<file path="config.mk">
export PLATFORM = sky130hd
export DESIGN_NAME = pbal_gate_gen
export DESIGN_NICKNAME = d
export VERILOG_FILES = /design/src/rtl/pbal_pkg.sv /design/src/rtl/pbal_shift_clamp.sv /design/src/rtl/pbal_leg.sv /design/src/rtl/pbal_gate_gen.sv
export SDC_FILE = /design/constraint.sdc
export NUM_CORES = 1
export LEC_CHECK = 0
export ABC_AREA = 1
export BUFFER_PORTS_ARGS = -buffer_cell sky130_fd_sc_hd__buf_4
export CORE_MARGIN = 10
export CORE_UTILIZATION = 45
export CTS_BUF_LIST = sky130_fd_sc_hd__clkbuf_4 sky130_fd_sc_hd__clkbuf_8
export CTS_CLUSTER_SIZE = 30
export DETAILED_ROUTE_END_ITERATION = 16
export GPL_TIMING_DRIVEN = 0
export PLACE_DENSITY = 0.65
export SYNTH_ARGS = -nofsm -noshare
export SYNTH_HDL_FRONTEND = slang
export SYNTH_SLANG_ARGS = --single-unit
</file>
<file path="constraint.sdc">
create_clock -name clk -period 3.9 [get_ports clk]
set_input_delay 0.39 -clock clk [delete_from_list [all_inputs] [get_ports clk]]
set_output_delay 0.39 -clock clk [all_outputs]
set_load 0.01 [all_outputs]
</file>
<file path="src/rtl/pbal_pkg.sv">
package pbal_pkg;

    // Gate vector in switch order: first leg upper/lower, second leg upper/lower.
    typedef struct packed {
        logic s1;
        logic s2;
        logic s3;
        logic s4;
    } gates_t;

    localparam int unsigned NUM_LEGS = 2;

endpackage

</file>
<file path="src/rtl/pbal_shift_clamp.sv">
module pbal_shift_clamp #(
    parameter int CNT_W = 12
) (
    input  logic [CNT_W-1:0]        per,
    input  logic signed [CNT_W-1:0] cmd,
    output logic signed [CNT_W-1:0] sat
);

    logic signed [CNT_W-1:0] lim;
    logic signed [CNT_W-1:0] neg_lim;

    always_comb begin
        lim     = signed'({2'b00, per[CNT_W-1:2]});
        neg_lim = -lim;
        if (cmd > lim) begin
            sat = lim;
        end else if (cmd < neg_lim) begin
            sat = neg_lim;
        end else begin
            sat = cmd;
        end
    end

endmodule

</file>
<file path="src/rtl/pbal_leg.sv">
module pbal_leg #(
    parameter int CNT_W = 12
) (
    input  logic [CNT_W-1:0]        cnt,
    input  logic [CNT_W-1:0]        per,
    input  logic signed [CNT_W-1:0] ofs,
    output logic                    high
);

    localparam int EXT_W = CNT_W + 2;

    logic signed [EXT_W-1:0] per_s;
    logic signed [EXT_W-1:0] half_s;
    logic signed [EXT_W-1:0] pos_raw;
    logic signed [EXT_W-1:0] pos_wrap;

    always_comb begin
        per_s   = signed'({2'b00, per});
        half_s  = signed'({3'b000, per[CNT_W-1:1]});
        pos_raw = signed'({2'b00, cnt}) - signed'({ofs[CNT_W-1], ofs[CNT_W-1], ofs});
        if (pos_raw < 0) begin
            pos_wrap = pos_raw + per_s;
        end else if (pos_raw >= per_s) begin
            pos_wrap = pos_raw - per_s;
        end else begin
            pos_wrap = pos_raw;
        end
        high = (pos_wrap < half_s);
    end

endmodule

</file>
<file path="src/rtl/pbal_gate_gen.sv">
module pbal_gate_gen #(
    parameter int CNT_W = 12
) (
    input  logic                    clk,
    input  logic                    rst_n,
    input  logic                    enable,
    input  logic [CNT_W-1:0]        period,
    input  logic signed [CNT_W-1:0] shift,
    output logic                    s1,
    output logic                    s2,
    output logic                    s3,
    output logic                    s4
);

    import pbal_pkg::*;

    typedef struct packed {
        logic                    run;
        logic [CNT_W-1:0]        cnt;
        logic [CNT_W-1:0]        per;
        logic signed [CNT_W-1:0] sh;
        gates_t                  g;
    } state_t;

    state_t state_d, state_q;

    logic signed [CNT_W-1:0] sh_sat;
    logic signed [CNT_W-1:0] leg_ofs [NUM_LEGS];
    logic [NUM_LEGS-1:0]     leg_hi;
    logic                    last_cnt;

    pbal_shift_clamp #(.CNT_W(CNT_W)) u_clamp (
        .per (period),
        .cmd (shift),
        .sat (sh_sat)
    );

    assign leg_ofs[0] = '0;
    assign leg_ofs[1] = state_q.sh;

    for (genvar li = 0; li < NUM_LEGS; li++) begin : g_leg
        pbal_leg #(.CNT_W(CNT_W)) u_leg (
            .cnt  (state_q.cnt),
            .per  (state_q.per),
            .ofs  (leg_ofs[li]),
            .high (leg_hi[li])
        );
    end

    assign last_cnt = (state_q.cnt == state_q.per - 1'b1);

    always_comb begin
        state_d = state_q;
        if (!enable) begin
            state_d.run = 1'b0;
            state_d.cnt = '0;
            state_d.g   = '0;
        end else if (!state_q.run) begin
            state_d.run = 1'b1;
            state_d.cnt = '0;
            state_d.per = period;
            state_d.sh  = sh_sat;
            state_d.g   = '0;
        end else begin
            state_d.g.s1 = leg_hi[0];
            state_d.g.s2 = !leg_hi[0];
            state_d.g.s3 = leg_hi[1];
            state_d.g.s4 = !leg_hi[1];
            if (last_cnt) begin
                state_d.cnt = '0;
                state_d.per = period;
                state_d.sh  = sh_sat;
            end else begin
                state_d.cnt = state_q.cnt + 1'b1;
            end
        end
    end

    always_ff @(posedge clk or negedge rst_n) begin
        if (!rst_n) begin
            state_q <= '0;
        end else begin
            state_q <= state_d;
        end
    end

    assign s1 = state_q.g.s1;
    assign s2 = state_q.g.s2;
    assign s3 = state_q.g.s3;
    assign s4 = state_q.g.s4;

    // Checks kept beside the logic they guard.
    logic signed [CNT_W-1:0] lim_q;
    assign lim_q = signed'({2'b00, state_q.per[CNT_W-1:2]});

    assert_gates_off_R1: assert property (@(posedge clk) disable iff (!rst_n)
        !enable |=> (!s1 && !s2 && !s3 && !s4));

    assert_start_low_R2: assert property (@(posedge clk) disable iff (!rst_n)
        (enable && !state_q.run) |=> (!s1 && !s2 && !s3 && !s4));

    assert_s1_rise_R3: assert property (@(posedge clk) disable iff (!rst_n)
        $rose(s1) |-> (state_q.cnt == 1));

    assert_cnt_range_R3: assert property (@(posedge clk) disable iff (!rst_n)
        state_q.run |-> (state_q.cnt < state_q.per));

    assert_shift_bound_R6: assert property (@(posedge clk) disable iff (!rst_n)
        state_q.run |-> ((state_q.sh <= lim_q) && (state_q.sh >= -lim_q)));

    assert_hold_mid_R7: assert property (@(posedge clk) disable iff (!rst_n)
        (state_q.run && enable && !last_cnt) |=> ($stable(state_q.sh) && $stable(state_q.per)));

    assert_period_legal_R8: assert property (@(posedge clk) disable iff (!rst_n)
        enable |-> ((period >= 4) && !period[0]));

endmodule

</file>
==> results.toml, run 1 <==
[sta]
rsz0062_at_grt = "true"
drv_slew = 0
worst_slew_pin_slew_ps = 525
min_period_ps = 4250
slew_headroom_pct = 65.0
fmax_mhz = 235
timing.clock.skew_ps = 18.2
setup_viol = 2
finalHoldViolCount = 0
fin_hold_ws_ps = 26.0
setup_slack_ps = -353
min_period_over_period_pct = 109

[routing]
detail_route.drc_violations = 0
viasPerCell = 5.32
vias = 6354
drtAntennaViolNets = 0
drt-wirelength-per-cell_um = 15.5
totalWireLength_um = 18500
firstDrtPassIters = 5
first_iter_violations = 454

[global_route]
antenna_violations_before_repair = 0
grt_util_all_layers_pct = 19.1
grt_first_pass_wirelength_um = 28700
grt_pass1_vias = 5757
grt_max_degree = 42
globalRouteOverflowTotal = 0

[placed_design]
globalplace.congestion = 0.931
place.detailed.hpwl_um = 14400
port-buffer-count = 30
placed_area_sq_um = 6710
post-place-ws_ps = -919

[clock_tree]
cts.root.buffer_cell = "clkbuf_8"
clk_latency_ps = 330
cts.sink_count = 41
cts.reportedPaths.clkPinSlew_ps = 90
htree_num_levels = 2
clockBufferDepth = 2
clock_tree_from_tritoncts = "yes"
cts_inserted_buffers = 5

[layout]
nets = 1142
final_layout_size_suffix_gt1_share_pct = 23.0
multiInputGateArea_sq_um = 5100
filler_cell_count = 1284
areaGrowthSynthToFinish_pct = 24.7
seqCellArea_sq_um = 1040
layout.cell_area.non_filler_sq_um = 7750
antenna_cells = 0
layout.core_utilization_pct = 57.8

[synth]
synth-edff-count = 0
postSynthNetCount = 1051
synthFlopType = "dfrtp_1"
synthesis.area_per_instance_sq_um = 6.71
ys_warn_count = 0
synth-async-reset-ratio_pct = 100
postSynthCellCount = 926
synth.largest_area_cell = "ha_1"
synth.yosys.seq_area_share_pct = 16.5
netlist_area_sq_um = 6210
synth_top_area_share_pct = 18.9
synth.ff_latch_count = 41
area_contributors_post_synth = "ha_1, dfrtp_1, nand2_1"
netlist-cell-type-count = 44

[die]
fp.dieH_um = 137
core_area_sq_um = 13400
die_width_um = 137
initial_core_util_pct = 46.4
standard_cell_row_count = 42
floorplan.die_area_sq_um = 18900
floorplan.io_pins = 31

[pwr]
power.net_switching_mw = 1.53
max_vdd_drop_mv = 0.178
seq_power_share_pct = 17.0
p_leak_nw = 3.82
clock_power_share_pct = 11.5
total_internal_power_mw = 1.59
cellPowerDensity_nw_per_um2 = 402
fin_total_pwr_mw = 3.11
swShare_pct = 49.0
gate_power_share_pct = 71.5

[critical_path]
timing.critical_path.to_type = "register"
worst_ep_arrival_time_ps = 4470
crit_path_frequent_cell = "nand2_1"
crit_type = "reg -> reg"
cp-start-kind = "register"
critPathRequiredTime_ps = 4120
max_stage_delay_ps = 470
critPathMaxFanout = 5
crit_path_top_delay_cell = "dfrtp_2"

[job]
max_cap_viol_count = 0

[run_status]
violations_in_the_final_reports = "negative setup slack"
status = "finished with violations"

[worst_hold_path]
hp-class = "in -> async"
cells in the final DEF, fill, tap and decap left out, types with 4 or more instances in the layout:
cell type / synthesis / layout
dfrtp_2: 0 / 14
o21ai_0: 50 / 47
xnor2_2: 0 / 4
buf_6: 2 / 5
a21oi_1: 58 / 50
inv_2: 2 / 4
buf_4: 3 / 88
ha_2: 0 / 4
nor2_4: 2 / 4
nor2_1: 71 / 64
o2111ai_1: 4 / 4
nor2_2: 3 / 8
o21ai_2: 12 / 12
o21ai_1: 2 / 4
ha_1: 94 / 75
clkbuf_1: 6 / 4
o221ai_1: 7 / 6
clkinvlp_4: 0 / 5
nand2_1: 236 / 223
ha_4: 0 / 15
nor3_1: 13 / 10
xnor2_1: 13 / 9
nand3_1: 52 / 50
clkbuf_8: 0 / 5
xor2_1: 53 / 50
nand2_2: 2 / 12
buf_2: 7 / 4
inv_1: 125 / 115
nand4_1: 18 / 18
nand2_4: 4 / 6
o211ai_1: 4 / 4
dfrtp_1: 41 / 27
a21oi_2: 2 / 10
state kept, by name (all words and copies together) (netlist names):
signal and cells:
state_q 15, leg_ofs 12, lim_q 10, s1 1
s2 1, s3 1, s4 1
path summary, 6_finish.rpt:
path / to / cells after the start / start / slack, ps
max: s4 / 28 / state_q[31] / -350
min: state_q[32] / 1 / rst_n / 30
max reg2reg: s4 / 28 / state_q[31] / -350
min reg2reg: leg_ofs[2] / 2 / leg_ofs[2] / 480
max in group asynchronous: lim_q[5] / 1 / rst_n / 3460
min in group clk: state_q[40] / 1 / enable / 170
worst max-delay path, delay by kind of cell (launching register included):
family | cells | cell delay [ps]
AOI/OAI and AO/OA | 5 | 810
xor gates and xnor gates | 1 | 290
adders and majority gates | 3 | 910
buffers and inverters | 2 | 90
DFF | 1 | 470
and+or+nand+nor | 17 | 1570
logic make-up after synthesis:
logic type | count (synthesis) | share of synthesized area, %
xor+xnor | 66 | 9.31
compound gates | 159 | 15.3
simple gates | 416 | 29.2
flops | 41 | 16.5
buf+inv | 146 | 9.41
fa+ha+maj | 98 | 20.2
Yosys cell counts (4+ instances only):
master and number:
a211oi_1 4, a21oi_1 58, a221oi_1 4, a31oi_1 4, buf_2 7, clkbuf_1 6, dfrtp_1 41, fa_1 4
ha_1 94, inv_1 125, nand2_1 236, nand2_4 4, nand3_1 52, nand4_1 18, nor2_1 71, nor3_1 13
o2111ai_1 4, o211ai_1 4, o21ai_0 50, o21ai_2 12, o221ai_1 7, xnor2_1 13, xor2_1 53
metrics by stage:
step | instances | setup TNS, ps
finish | 1194 | -687
global route | 1194 | -1190
CTS | 1158 | -807
detailed placement | 1132 | -2060
global placement | 1132 | -1920
floorplan | 926 | -36.4
power groups by stage:
stage | sequential, mW | clock [mW] | combinational, mW
final | 0.528 | 0.359 | 2.23
after global routing | 0.534 | 0.388 | 2.47
after CTS | 0.520 | 0.370 | 1.95
after detailed placement | 0.527 | 0 | 1.75
after global placement | 0.527 | 0 | 1.73
after floorplan | 0.511 | 0 | 1.36
what timing repair did:
item | in CTS | in global routing
pin swaps | 28 | 37
endpoints found under the setup margin | 4 | 5
resized for setup | 50 | 68
hold buffers | 0 | 0
buffers inserted | 18 | 38
final cells by class:
type,count,share of cell area [%]
Multi-Input combinational cell,739,65.8
Sequential cell,41,13.5
Timing Repair Buffer,86,8.38
Inverter,127,6.59
Tap cell,176,2.84
Buffer,17,1.49
Clock buffer,5,0.888
Clock inverter,3,0.565
layer usage:
layer	wire length [um]	vias to the layer above	GRT usage, %	part of all wire (%)
li1	-	3254	-	-
met4	556	0	6.26	3.0
met1	8640	2882	25.6	47
met5	0	-	0	0
met2	8350	186	30.7	45
met3	936	32	2.80	5.1
No activity file was read; power rests on OpenSTA's default activity.
==> run 2: changes to the inputs <==
--- a/config.mk
+++ b/config.mk
@@ -8,12 +8,13 @@
 export ABC_AREA = 1
 export BUFFER_PORTS_ARGS = -buffer_cell sky130_fd_sc_hd__buf_4
 export CORE_MARGIN = 10
-export CORE_UTILIZATION = 45
+export CORE_UTILIZATION = 30
 export CTS_BUF_LIST = sky130_fd_sc_hd__clkbuf_4 sky130_fd_sc_hd__clkbuf_8
 export CTS_CLUSTER_SIZE = 30
 export DETAILED_ROUTE_END_ITERATION = 16
 export GPL_TIMING_DRIVEN = 0
-export PLACE_DENSITY = 0.65
+export PLACE_DENSITY = 0.47
+export SLEW_MARGIN = 20
 export SYNTH_ARGS = -nofsm -noshare
 export SYNTH_HDL_FRONTEND = slang
 export SYNTH_SLANG_ARGS = --single-unit
==> results.toml, run 2 (synthesis results as in run 1) <==
[critical_path]
cp-start-kind = "register"
r2r-start = "state_q[36]"
timing.reg2reg.worst_path_depth = 28
timing.critical_path.to_type = "register"
crit_path_top_delay_cell = "dfrtp_1"
max_stage_delay_ps = 520
worst_ep_arrival_time_ps = 4580
critPathMaxFanout = 7
critPathRequiredTime_ps = 4110
regToRegSetupSlack_ps = -460
worstReg2RegEnd = "s4"
crit_path_frequent_cell = "nand2_1"
crit_start = "state_q[36]"
crit_type = "reg -> reg"

[die]
standard_cell_row_count = 52
initial_core_util_pct = 30.6
floorplan.io_pins = 31
floorplan.die_area_sq_um = 26900
core_area_sq_um = 20300
fp.dieH_um = 164
die_width_um = 164

[pwr]
p_leak_nw = 3.64
fin_total_pwr_mw = 2.88
power.net_switching_mw = 1.47
clock_power_share_pct = 11.6
seq_power_share_pct = 18.3
cellPowerDensity_nw_per_um2 = 392
swShare_pct = 50.9
max_vdd_drop_mv = 0.136
total_internal_power_mw = 1.41
gate_power_share_pct = 70.2

[job]
max_cap_viol_count = 0

[layout]
largest_reg_flops = 15
layout.cell_area.non_filler_sq_um = 7350
filler_cell_count = 2259
areaGrowthSynthToFinish_pct = 18.3
layout_common_cells = "nand2_1, inv_1, ha_1"
nets = 1114
antenna_cells = 0
final_layout_size_suffix_gt1_share_pct = 16.1
mostFrequentLayoutCell = "nand2_1"
largest_register = "state_q"

[clock_tree]
cts.root.buffer_cell = "clkbuf_8"
clk_latency_ps = 340
post_cts_hold_buffer_count = 0
clock_tree_from_tritoncts = "yes"
clockBufferDepth = 2
cts.sink_count = 41
htree_num_levels = 2
cts.reportedPaths.clkPinSlew_ps = 100
cts_inserted_buffers = 5

[worst_hold_path]
hp-class = "in -> async"

[global_route]
grt_first_pass_wirelength_um = 30700
grt_pass1_vias = 5885
grt_util_all_layers_pct = 14.4
antenna_violations_before_repair = 0
globalRouteOverflowTotal = 0
grt_max_degree = 42

[run_status]
status = "finished with violations"
violations_in_the_final_reports = "negative setup slack"

[sta]
slew_headroom_pct = 63.1
fmax_mhz = 229
finalHoldViolCount = 0
setup_slack_ps = -461
timing.clock.skew_ps = 14.3
min_period_over_period_pct = 112
rsz0062_at_grt = "true"
min_period_ps = 4360
drv_slew = 0
setup_viol = 2
worst_slew_pin_slew_ps = 553

[placed_design]
post-place-ws_ps = -929
port-buffer-count = 30
place.detailed.hpwl_um = 16100
globalplace.congestion = 0.878
placed_area_sq_um = 6820

[routing]
first_iter_violations = 279
vias = 6010
firstDrtPassIters = 7
drt-wirelength-per-cell_um = 15.2
viasPerCell = 4.77
drtAntennaViolNets = 0
detail_route.drc_violations = 0
totalWireLength_um = 19200
==> run 2: cell types whose count changed in the layout (fill, tap and decap cells not counted), moves of 6 or more <==
cell     change
buf_4       -27
nand2_1     +11
nand2_2      -8
ha_1         +7
ha_4         -6
nor2_1       +6
==> run 2: worst max-delay path, delay by kind of cell (launching register included) <==
kind	cells	cell delay [ps]
flip-flops	1	520
AO/OA/AOI/OAI	4	680
XOR/XNOR	1	230
adder cells (fa/ha/maj)	3	1090
buffers and inverters	2	130
AND/OR/NAND/NOR	18	1550
==> run 2: worst max path at each step <==
| stage | endpoint | slack (ps) | cells after the start |
|---|---|---|---|
| final | s4 | -460 | 28 |
| after global routing | s4 | -730 | 30 |
| after CTS | s4 | -480 | 25 |
| after detailed placement | s4 | -930 | 31 |
| after global placement | s4 | -970 | 28 |
| after floorplan | s4 | -20 | 29 |
==> run 2: power groups by stage <==
stage	clock (mW)	sequential, mW	combinational (mW)
floorplan	0	0.511	1.36
global placement	0	0.531	1.80
detailed placement	0	0.534	1.80
CTS	0.344	0.525	1.91
global route	0.365	0.533	2.29
finish	0.333	0.526	2.02
==> run 2: layout make-up <==
class                   instances  area (sq um)  area share (%)
clock inverters                 3          28.8           0.392
well taps                     270           338            4.60
flip-flops and latches         41          1040            14.1
multi-input cells             739          4850            66.0
inverters                     127           485            6.61
repair buffers                 58           435            5.93
clock buffers                   5          68.8           0.936
plain buffers                  17           101            1.38
==> run 2: per-stage QoR <==
| step | util, % | hold WS [ps] | setup TNS [ps] | instances |
|---|---|---|---|---|
| floorplan | - | 94.4 | -36.4 | 926 |
| global placement | 33.6 | 426 | -1960 | 1226 |
| detailed placement | 33.6 | 422 | -1850 | 1226 |
| CTS | 35.2 | 48.1 | -936 | 1247 |
| global route | 36.2 | 67.8 | -1450 | 1260 |
| finish | 36.2 | 18.6 | -897 | 1260 |
==> run 2: what timing repair did <==
action | CTS | global route
setup buffers | 14 | 14
setup endpoints to repair | 3 | 4
resized for setup | 26 | 22
pin swaps | 8 | 10
==> run 2: per-layer routing <==
layer / wire [um] / global-route usage [%]
met3: 577 / 1.68
met4: 154 / 2.68
met5: 0 / 0
met2: 8890 / 23.8
met1: 9590 / 19.8
==> run 3: changes to the inputs <==
==> constraint.sdc (replaced) <==
create_clock -name clk -period 3.9 [get_ports clk]
set_input_delay 1.17 -clock clk [delete_from_list [all_inputs] [get_ports clk]]
set_output_delay 1.17 -clock clk [all_outputs]
set_load 0.01 [all_outputs]
==> results.toml, run 3 (synthesis results as in run 1) <==
[sta]
min_period_ps = 4360
slew_headroom_pct = 62.9
setup_viol = 2
worst_slew_pin_slew_ps = 556
finalHoldViolCount = 0
rsz0062_at_grt = "true"
min_period_over_period_pct = 112
fmax_mhz = 229
drv_slew = 0
setup_slack_ps = -463
fin_hold_ws_ps = 485
timing.clock.skew_ps = 17.3

[global_route]
grt_pass1_vias = 5912
grt_first_pass_wirelength_um = 30800
globalRouteOverflowTotal = 0
grt_util_all_layers_pct = 14.4
antenna_violations_before_repair = 0
grt_max_degree = 42

[critical_path]
critPathMaxFanout = 7
worst_ep_arrival_time_ps = 4580
timing.reg2reg.worst_path_depth = 26
timing.critical_path.to_type = "register"
crit_type = "reg -> reg"
critPathRequiredTime_ps = 4110
cp-start-kind = "register"

[placed_design]
post-place-cells = 1226
placed_area_sq_um = 6820
place.detailed.hpwl_um = 16100
globalplace.congestion = 0.878
port-buffer-count = 30

[run_status]
violations_in_the_final_reports = "negative setup slack"
status = "finished with violations"

[routing]
firstDrtPassIters = 7
drtAntennaViolNets = 0
totalWireLength_um = 19300
first_iter_violations = 305
viasPerCell = 4.76
detail_route.drc_violations = 0
vias = 6039
drt-wirelength-per-cell_um = 15.3

[layout]
largest_reg_flops = 15
largest_register = "state_q"
mostFrequentLayoutCell = "nand2_1"
layout.cell_area.non_filler_sq_um = 7520
nets = 1122
antenna_cells = 0
final_layout_size_suffix_gt1_share_pct = 18.6
areaGrowthSynthToFinish_pct = 21.0
final_cells = 1268
layout.core_utilization_pct = 37.0
layout_common_cells = "nand2_1, inv_1, ha_1"
filler_cell_count = 2245

[job]
max_cap_viol_count = 0

[pwr]
max_vdd_drop_mv = 0.136
p_leak_nw = 3.70
cellPowerDensity_nw_per_um2 = 385

[clock_tree]
cts_inserted_buffers = 5
clockBufferDepth = 2
htree_num_levels = 2
cts.reportedPaths.clkPinSlew_ps = 100
clock_tree_from_tritoncts = "yes"
clk_latency_ps = 340
cts.sink_count = 41
cts.root.buffer_cell = "clkbuf_8"
post_cts_hold_buffer_count = 0

[worst_hold_path]
hp-class = "reg -> reg"
worst_hold_path.num_cells = 2

[die]
standard_cell_row_count = 52
fp.dieH_um = 164
floorplan.die_area_sq_um = 26900
die_width_um = 164
core_area_sq_um = 20300
floorplan.io_pins = 31
initial_core_util_pct = 30.6
[run 3: changes by cell type in the layout (fill, tap and decap cells not counted), moves of 3 or more]
cell	before	now
nor3_4	0	3
nand3_1	50	47
o21ai_1	4	9
nand3_2	3	6
o21ai_0	48	43
nor2_1	70	67
inv_2	5	8
nor2_2	3	6
nor3_1	11	8
inv_1	120	117
buf_4	61	70
[run 3: critical path, stage by stage, from the launching register on]
cell and delay (ps):
dfrtp_1 520, ha_1 450, a21oi_1 210, nor2_1 70
nor2_1 130, nand3_1 90, nand2_1 60, nand2_1 140
ha_1 380, a21oi_1 170, nand2_1 90, a21oi_2 120
nand2_2 90, nor2_4 210, nand2_4 110, nand2_8 110
inv_6 50, a221oi_4 260, ha_4 250, a21oi_2 130
nor2_1 50, a211oi_1 170, nand2_1 130, nand2_1 80
nand2_1 60, nand2_1 60, nor2_1 40
[run 3: where the power goes]
part           internal [mW]  total (mW)  switching, mW
clock                  0.135       0.332          0.197
sequential             0.468       0.525         0.0571
combinational          0.821        2.04           1.22
total                   1.42        2.90           1.47
[run 3: layout make-up]
| cell class | count | area, sq um | share of cell area [%] |
|---|---|---|---|
| timing repair buffer | 66 | 495 | 6.59 |
| multi-input combinational | 739 | 4950 | 65.8 |
| buffer | 17 | 113 | 1.50 |
| clock inverter | 3 | 28.8 | 0.383 |
| clock buffer | 5 | 68.8 | 0.916 |
| tap | 270 | 338 | 4.49 |
| inverter | 127 | 485 | 6.46 |
| sequential | 41 | 1040 | 13.8 |
[run 3: routing by layer]
layer	wire length, um	vias up	GRT usage [%]	share of wire, %
li1	-	3206	-	-
met1	9550	2719	19.8	49
met2	8980	105	23.9	46
met3	643	9	1.70	3.3
met4	176	0	2.80	0.91
met5	0	-	0	0
[run 3: final timing paths]
kind | startpoint | to | slack, ps
setup / recovery | state_q[36] | s4 | -460
hold / removal | leg_ofs[4] | leg_ofs[4] | 490
setup reg to reg | state_q[36] | s4 | -460
hold reg to reg | leg_ofs[4] | leg_ofs[4] | 490
max in group asynchronous | rst_n | lim_q[5] | 2660
min in group asynchronous | rst_n | state_q[17] | 800
[run 3: timing repair]
action,4_1_cts,5_1_grt
pin swaps,12,22
resized for setup,38,46
cloned,0,0
buffers inserted,20,16
setup endpoints to repair,14,15
[run 3: stage by stage]
stage	setup WS (ps)	setup TNS, ps	total power, mW
2_1_floorplan	-19.2	-36.4	1.87
5_1_grt	-727	-1450	3.20
6_report	-463	-900	2.90
3_5_place_dp	-929	-8300	2.33
3_3_place_gp	-973	-8530	2.33
4_1_cts	-481	-936	2.79
